<file path="src/rtl/ide_dma_pkg.sv">
package ide_dma_pkg;
    typedef enum logic [2:0] {
        ST_IDLE,
        ST_ACK,
        ST_ON,
        ST_OFF,
        ST_HOLD,
        ST_REL
    } dma_st_e;
endpackage

</file>
<file path="src/rtl/ide_dma_timer.sv">
module ide_dma_timer #(
    parameter int CNT_W = 4
) (
    input  logic             clk,
    input  logic             rst_n,
    input  logic             load,
    input  logic [CNT_W-1:0] load_val,
    output logic             done
);
    localparam logic [CNT_W-1:0] ZERO = '0;

    logic [CNT_W-1:0] cnt_d, cnt_q;

    always_comb begin
        cnt_d = cnt_q;
        if (load) begin
            cnt_d = (load_val == ZERO) ? ZERO : load_val - 1'b1;
        end else if (cnt_q != ZERO) begin
            cnt_d = cnt_q - 1'b1;
        end
    end

    always_ff @(posedge clk or negedge rst_n) begin
        if (!rst_n) cnt_q <= ZERO;
        else        cnt_q <= cnt_d;
    end

    assign done = (cnt_q == ZERO);


    cnt_floor_chk: assert property (@(posedge clk) disable iff (!rst_n)
        (!load && cnt_q == ZERO) |=> (cnt_q == ZERO));
endmodule

</file>
<file path="src/rtl/ide_dma_fsm.sv">
module ide_dma_fsm
    import ide_dma_pkg::*;
#(
    parameter int CNT_W  = 4,
    parameter int DATA_W = 16
) (
    input  logic              clk,
    input  logic              rst_n,
    input  logic              bm_en,
    input  logic              dir_rd,
    input  logic              dev_req,
    input  logic              host_rdy,
    input  logic [CNT_W-1:0]  t_on,
    input  logic [CNT_W-1:0]  t_off,
    input  logic [DATA_W-1:0] rd_data,
    input  logic              tmr_done,
    output logic              tmr_load,
    output logic [CNT_W-1:0]  tmr_val,
    output logic              dack_n,
    output logic              rd_stb_n,
    output logic              wr_stb_n,
    output logic              word_pulse,
    output logic [DATA_W-1:0] word_data
);
    typedef struct packed {
        dma_st_e           st;
        logic              rd;
        logic              dropped;
        logic              pulse;
        logic [DATA_W-1:0] data;
    } fsm_regs_t;

    fsm_regs_t d, q;

    always_comb begin
        d        = q;
        d.pulse  = 1'b0;
        tmr_load = 1'b0;
        tmr_val  = t_on;
        unique case (q.st)
            ST_IDLE: begin
                if (bm_en && dev_req) begin
                    d.st      = ST_ACK;
                    d.rd      = dir_rd;
                    d.dropped = 1'b0;
                end
            end
            ST_ACK, ST_HOLD: begin
                if (!dev_req) d.dropped = 1'b1;
                if (!bm_en) begin
                    d.st = ST_REL;
                end else if (host_rdy) begin
                    d.st     = ST_ON;
                    tmr_load = 1'b1;
                    tmr_val  = t_on;
                end
            end
            ST_ON: begin
                if (tmr_done) begin
                    d.pulse = 1'b1;
                    if (q.rd) d.data = rd_data;
                    if (bm_en && dev_req && !q.dropped) begin
                        d.st      = ST_OFF;
                        d.dropped = 1'b0;
                        tmr_load  = 1'b1;
                        tmr_val   = t_off;
                    end else begin
                        d.st = ST_REL;
                    end
                end else if (!dev_req) begin
                    d.dropped = 1'b1;
                end
            end
            ST_OFF: begin
                if (!dev_req) d.dropped = 1'b1;
                if (!bm_en) begin
                    d.st = ST_REL;
                end else if (tmr_done) begin
                    if (host_rdy) begin
                        d.st     = ST_ON;
                        tmr_load = 1'b1;
                        tmr_val  = t_on;
                    end else begin
                        d.st = ST_HOLD;
                    end
                end
            end
            ST_REL:  d.st = ST_IDLE;
            default: d.st = ST_IDLE;
        endcase
    end

    always_ff @(posedge clk or negedge rst_n) begin
        if (!rst_n) begin
            q.st      <= ST_IDLE;
            q.rd      <= 1'b0;
            q.dropped <= 1'b0;
            q.pulse   <= 1'b0;
            q.data    <= '0;
        end else begin
            q <= d;
        end
    end

    assign dack_n     = (q.st == ST_IDLE);
    assign rd_stb_n   = !((q.st == ST_ON) && q.rd);
    assign wr_stb_n   = !((q.st == ST_ON) && !q.rd);
    assign word_pulse = q.pulse;
    assign word_data  = q.data;


    ack_next_clk_chk: assert property (@(posedge clk) disable iff (!rst_n)
        (q.st == ST_IDLE && bm_en && dev_req) |=> !dack_n);


    stb_needs_ack_chk: assert property (@(posedge clk) disable iff (!rst_n)
        (!rd_stb_n || !wr_stb_n) |-> (!dack_n && $past(!dack_n)));


    one_strobe_chk: assert property (@(posedge clk) disable iff (!rst_n)
        $onehot0({!rd_stb_n, !wr_stb_n}));


    pulse_after_stb_chk: assert property (@(posedge clk) disable iff (!rst_n)
        word_pulse |-> (rd_stb_n && wr_stb_n && $past(!rd_stb_n || !wr_stb_n)));


    ack_release_chk: assert property (@(posedge clk) disable iff (!rst_n)
        $rose(dack_n) |-> $past(rd_stb_n && wr_stb_n));
endmodule

</file>
<file path="src/rtl/ide_mwdma_engine.sv">
module ide_mwdma_engine #(
    parameter int CNT_W  = 4,
    parameter int DATA_W = 16,
    parameter int CS_W   = 2
) (
    input  logic              clk,
    input  logic              rst_n,
    input  logic              bm_en,
    input  logic              dir_rd,
    input  logic              dev_req,
    input  logic              host_rdy,
    input  logic [CNT_W-1:0]  t_on,
    input  logic [CNT_W-1:0]  t_off,
    input  logic [CS_W-1:0]   pio_cs_n,
    input  logic [DATA_W-1:0] rd_data,
    output logic [CS_W-1:0]   cs_n,
    output logic              dack_n,
    output logic              rd_stb_n,
    output logic              wr_stb_n,
    output logic              word_pulse,
    output logic [DATA_W-1:0] word_data
);
    localparam logic [CS_W-1:0] CS_IDLE = '1;

    logic             tmr_load;
    logic             tmr_done;
    logic [CNT_W-1:0] tmr_val;

    assign cs_n = bm_en ? CS_IDLE : pio_cs_n;

    ide_dma_timer #(.CNT_W(CNT_W)) timer_i (
        .clk      (clk),
        .rst_n    (rst_n),
        .load     (tmr_load),
        .load_val (tmr_val),
        .done     (tmr_done)
    );

    ide_dma_fsm #(.CNT_W(CNT_W), .DATA_W(DATA_W)) fsm_i (
        .clk        (clk),
        .rst_n      (rst_n),
        .bm_en      (bm_en),
        .dir_rd     (dir_rd),
        .dev_req    (dev_req),
        .host_rdy   (host_rdy),
        .t_on       (t_on),
        .t_off      (t_off),
        .rd_data    (rd_data),
        .tmr_done   (tmr_done),
        .tmr_load   (tmr_load),
        .tmr_val    (tmr_val),
        .dack_n     (dack_n),
        .rd_stb_n   (rd_stb_n),
        .wr_stb_n   (wr_stb_n),
        .word_pulse (word_pulse),
        .word_data  (word_data)
    );
endmodule

</file>
<file path="config.mk">
export PLATFORM = sky130hd
export DESIGN_NAME = ide_mwdma_engine
export DESIGN_NICKNAME = d
export VERILOG_FILES = /design/src/rtl/ide_dma_pkg.sv /design/src/rtl/ide_dma_timer.sv /design/src/rtl/ide_dma_fsm.sv /design/src/rtl/ide_mwdma_engine.sv
export SDC_FILE = /design/constraint.sdc
export NUM_CORES = 1
export LEC_CHECK = 0
export BUFFER_PORTS_ARGS = -buffer_cell sky130_fd_sc_hd__buf_2
export CAP_MARGIN = 20
export CORE_AREA = 2 2 61 63
export CTS_BUF_LIST = sky130_fd_sc_hd__clkbuf_4 sky130_fd_sc_hd__clkbuf_8
export CTS_CLUSTER_SIZE = 28
export DETAILED_ROUTE_END_ITERATION = 12
export DIE_AREA = 0 0 63 65
export PLACE_DENSITY = 0.76
export SYNTH_ARGS = -nofsm -noshare
export SYNTH_HDL_FRONTEND = slang
export SYNTH_SLANG_ARGS = --single-unit
</file>
<file path="constraint.sdc">
create_clock -name clk -period 2.2 [get_ports clk]
set_clock_uncertainty 0.1 [all_clocks]
set_input_delay 0.22 -clock clk [delete_from_list [all_inputs] [get_ports clk]]
set_output_delay 0.22 -clock clk [all_outputs]
set_load 0.005 [all_outputs]
</file>
==> run metrics <==
Die H 65 um; Chip Width 63 um; Critical Path Source Type flop; pre-CTS setup slack -0.0279 ns; R2R depth 8; Final Hold Slack 0.0297 ns; Hold Vio Cnt, Final 0; Final min period 2.14 ns; vias in the first global route 1090; crit path max fanout 5; CP Launch Point timer_i.cnt_q[0]; Nets 237; total gr overflow 0; site row count 22; DR iter-0 viols 70; GRT Total Usage 14.7%; Starting Density 43.9%; Crit. End Element flop; status finished clean; CP top delay family simple AND/OR/NAND/NOR gates; IO Count 54; clk slew on worst S/H paths 0.14 ns; crit path DAT 2.28 ns; vias per std cell 4.79; H-tree depth 1; Leak Pwr 0.898 nW; Crit path buffers/inverters 2; Net Count, Synth 182; Post-synth ARST share 100%; core area 3500 um^2; Pwr Density 1110 nW/um^2; Critical Path Stages 8; PortBufs 53; Setup crit end timer_i.cnt_q[1]; sequential fraction of the synthesis area 42.4%; first-pass GRT wire length 4.81 mm; MaxCap Viol Count 0; clock buffer depth 2; Layout Area Growth over Synthesis 25.9%; CP Class reg -> reg; most frequent cells in the layout 53 x buf_2, 26 x dfrtp_1, 15 x mux2_2; Reg2Reg Setup Slack 0.06 ns; max_slew headroom 62.3%; crit path cell chain inv_2 > ha_4 > or3b_4 > nor3b_4 > a31o_4 > a2111oi_4 > buf_4 > mux2i_1; DRT Pass-1 Iters 4; maximum vdd drop 0.402 mV; Die Area 4100 um^2; final setup vio count 0; cell area after synthesis 1530 um^2; max-slew violations 0; r2r endpoint timer_i.cnt_q[1]; post-synthesis instance total 148; clk root buf clkbuf_4; initial antenna violation count 0; total number of vias 1197; largest net degree at the start of global routing 27; Post-DP HPWL 2.13 mm; synthesis warning total 0; share of cells above drive strength 1 48.0%; Synth Register Bits 26; Slowest-stage cell, CP dfrtp_1; Post-synth EDFFs 0; drc violations 0; fmax 466 MHz; diodes inserted 0; reg2reg start timer_i.cnt_q[0]; CTS tree yes; unrepaired setup endpoints after global routing yes; Synth Area per Inst 10.4 um^2; Routed Antenna Nets 0; Inserted Clock Buffers 3; Hold Crit Class in -> reg; GPL Wtd Cong 0.772; commonest non-fill, non-tap cell in the layout buf_2; Synth cell types 37; Worst Path Required 2.34 ns; Final WS setup 0.0551 ns; per-cell routed wire length 11.6 um; Final Cycle Share 97.5%; clock latency at the later pin of the worst-skew pair 0.31 ns; Slew @ Worst Pin 0.566 ns; Sink Count 26; WL final 2.90 mm; top_reg_cell synth dfrtp_1; Worst path max stage delay 0.42 ns
==> cells by family after synthesis <==
family	count (synthesis)	share of synthesized area [%]
flip-flops	26	42.4
buffers and inverters	24	10.4
AND/OR/NAND/NOR	45	15.3
XOR/XNOR	3	1.71
adder cells (fa/ha/maj)	2	1.63
AO/OA/AOI/OAI	23	10.8
multiplexers	25	17.8
==> stage by stage <==
| step | setup TNS, ns | power [mW] | util, % | cell area, um^2 | instances |
|---|---|---|---|---|---|
| 6_report | 0 | 2.14 | 55.2 | 1930 | 250 |
| 5_1_grt | -0.0977 | 2.33 | 55.2 | 1930 | 250 |
| 4_1_cts | 0 | 2.14 | 53.6 | 1870 | 244 |
| 3_5_place_dp | -0.0279 | 1.82 | 50.9 | 1780 | 236 |
| 3_3_place_gp | 0 | 1.78 | 50.9 | 1780 | 236 |
| 2_1_floorplan | 0 | 1.65 | - | 1540 | 148 |
==> cell usage after synthesis, drive strengths merged, types with 3 or more instances <==
cell	count	area share (%)
inv	3	0.73
mux2	18	13
dfrtp	26	42
nand2	13	3.3
clkbuf	3	0.73
o31ai	3	1.5
or2	3	1.2
nand2b	3	1.4
buf	18	8.9
nor2	11	2.7
mux2i	7	4.6
o21ai	8	2.6
a21oi	6	2.0
nor3	6	2.3
==> registers in the layout (all words and copies together), names as in the netlist <==
signal,cells
fsm_i.q,5
fsm_i.word_data,16
timer_i.cnt_q,4
fsm_i.word_pulse,1
==> cell type report <==
cell class,count,area [um^2]
inverter,3,11.3
tap,48,60.1
timing repair buffer,71,415
clock buffer,4,36.3
multi-input combinational,98,757
sequential,26,651
fill,306,1570
==> timing repair <==
| action | 4_1_cts | 5_1_grt |
|---|---|---|
| gates cloned | 0 | 0 |
| buffers inserted | 3 | 1 |
| resized for setup | 6 | 1 |
| hold endpoints to repair | 26 | 5 |
| pin swaps | 0 | 0 |
| endpoints found under the setup margin | 4 | 4 |
| hold buffers | 1 | 5 |
==> power breakdown <==
| group | internal [mW] | switching (mW) |
|---|---|---|
| clock | 0.101 | 0.134 |
| combinational | 0.587 | 0.459 |
| sequential | 0.709 | 0.153 |
==> routing by layer <==
metal  part of all wire, %  GRT usage [%]  up-vias
met5                     0              0        -
met4                  0.93           5.83        0
met3                   4.7           2.08        2
met2                    52           26.9       37
met1                    43           17.3      554
li1                      -              -      604
==> how the worst min path moves through the flow <==
stage                               end   startpoint  cells past startpoint
detailed placement   fsm_i.word_data[8]        rst_n                      1
finish              fsm_i.word_data[14]  rd_data[14]                      2
floorplan                   fsm_i.q[17]        rst_n                      0
global placement     fsm_i.word_data[8]        rst_n                      1
CTS                  fsm_i.word_data[6]   rd_data[6]                      2
global route        fsm_i.word_data[14]  rd_data[14]                      2
Power figures use the tool's default switching activity.
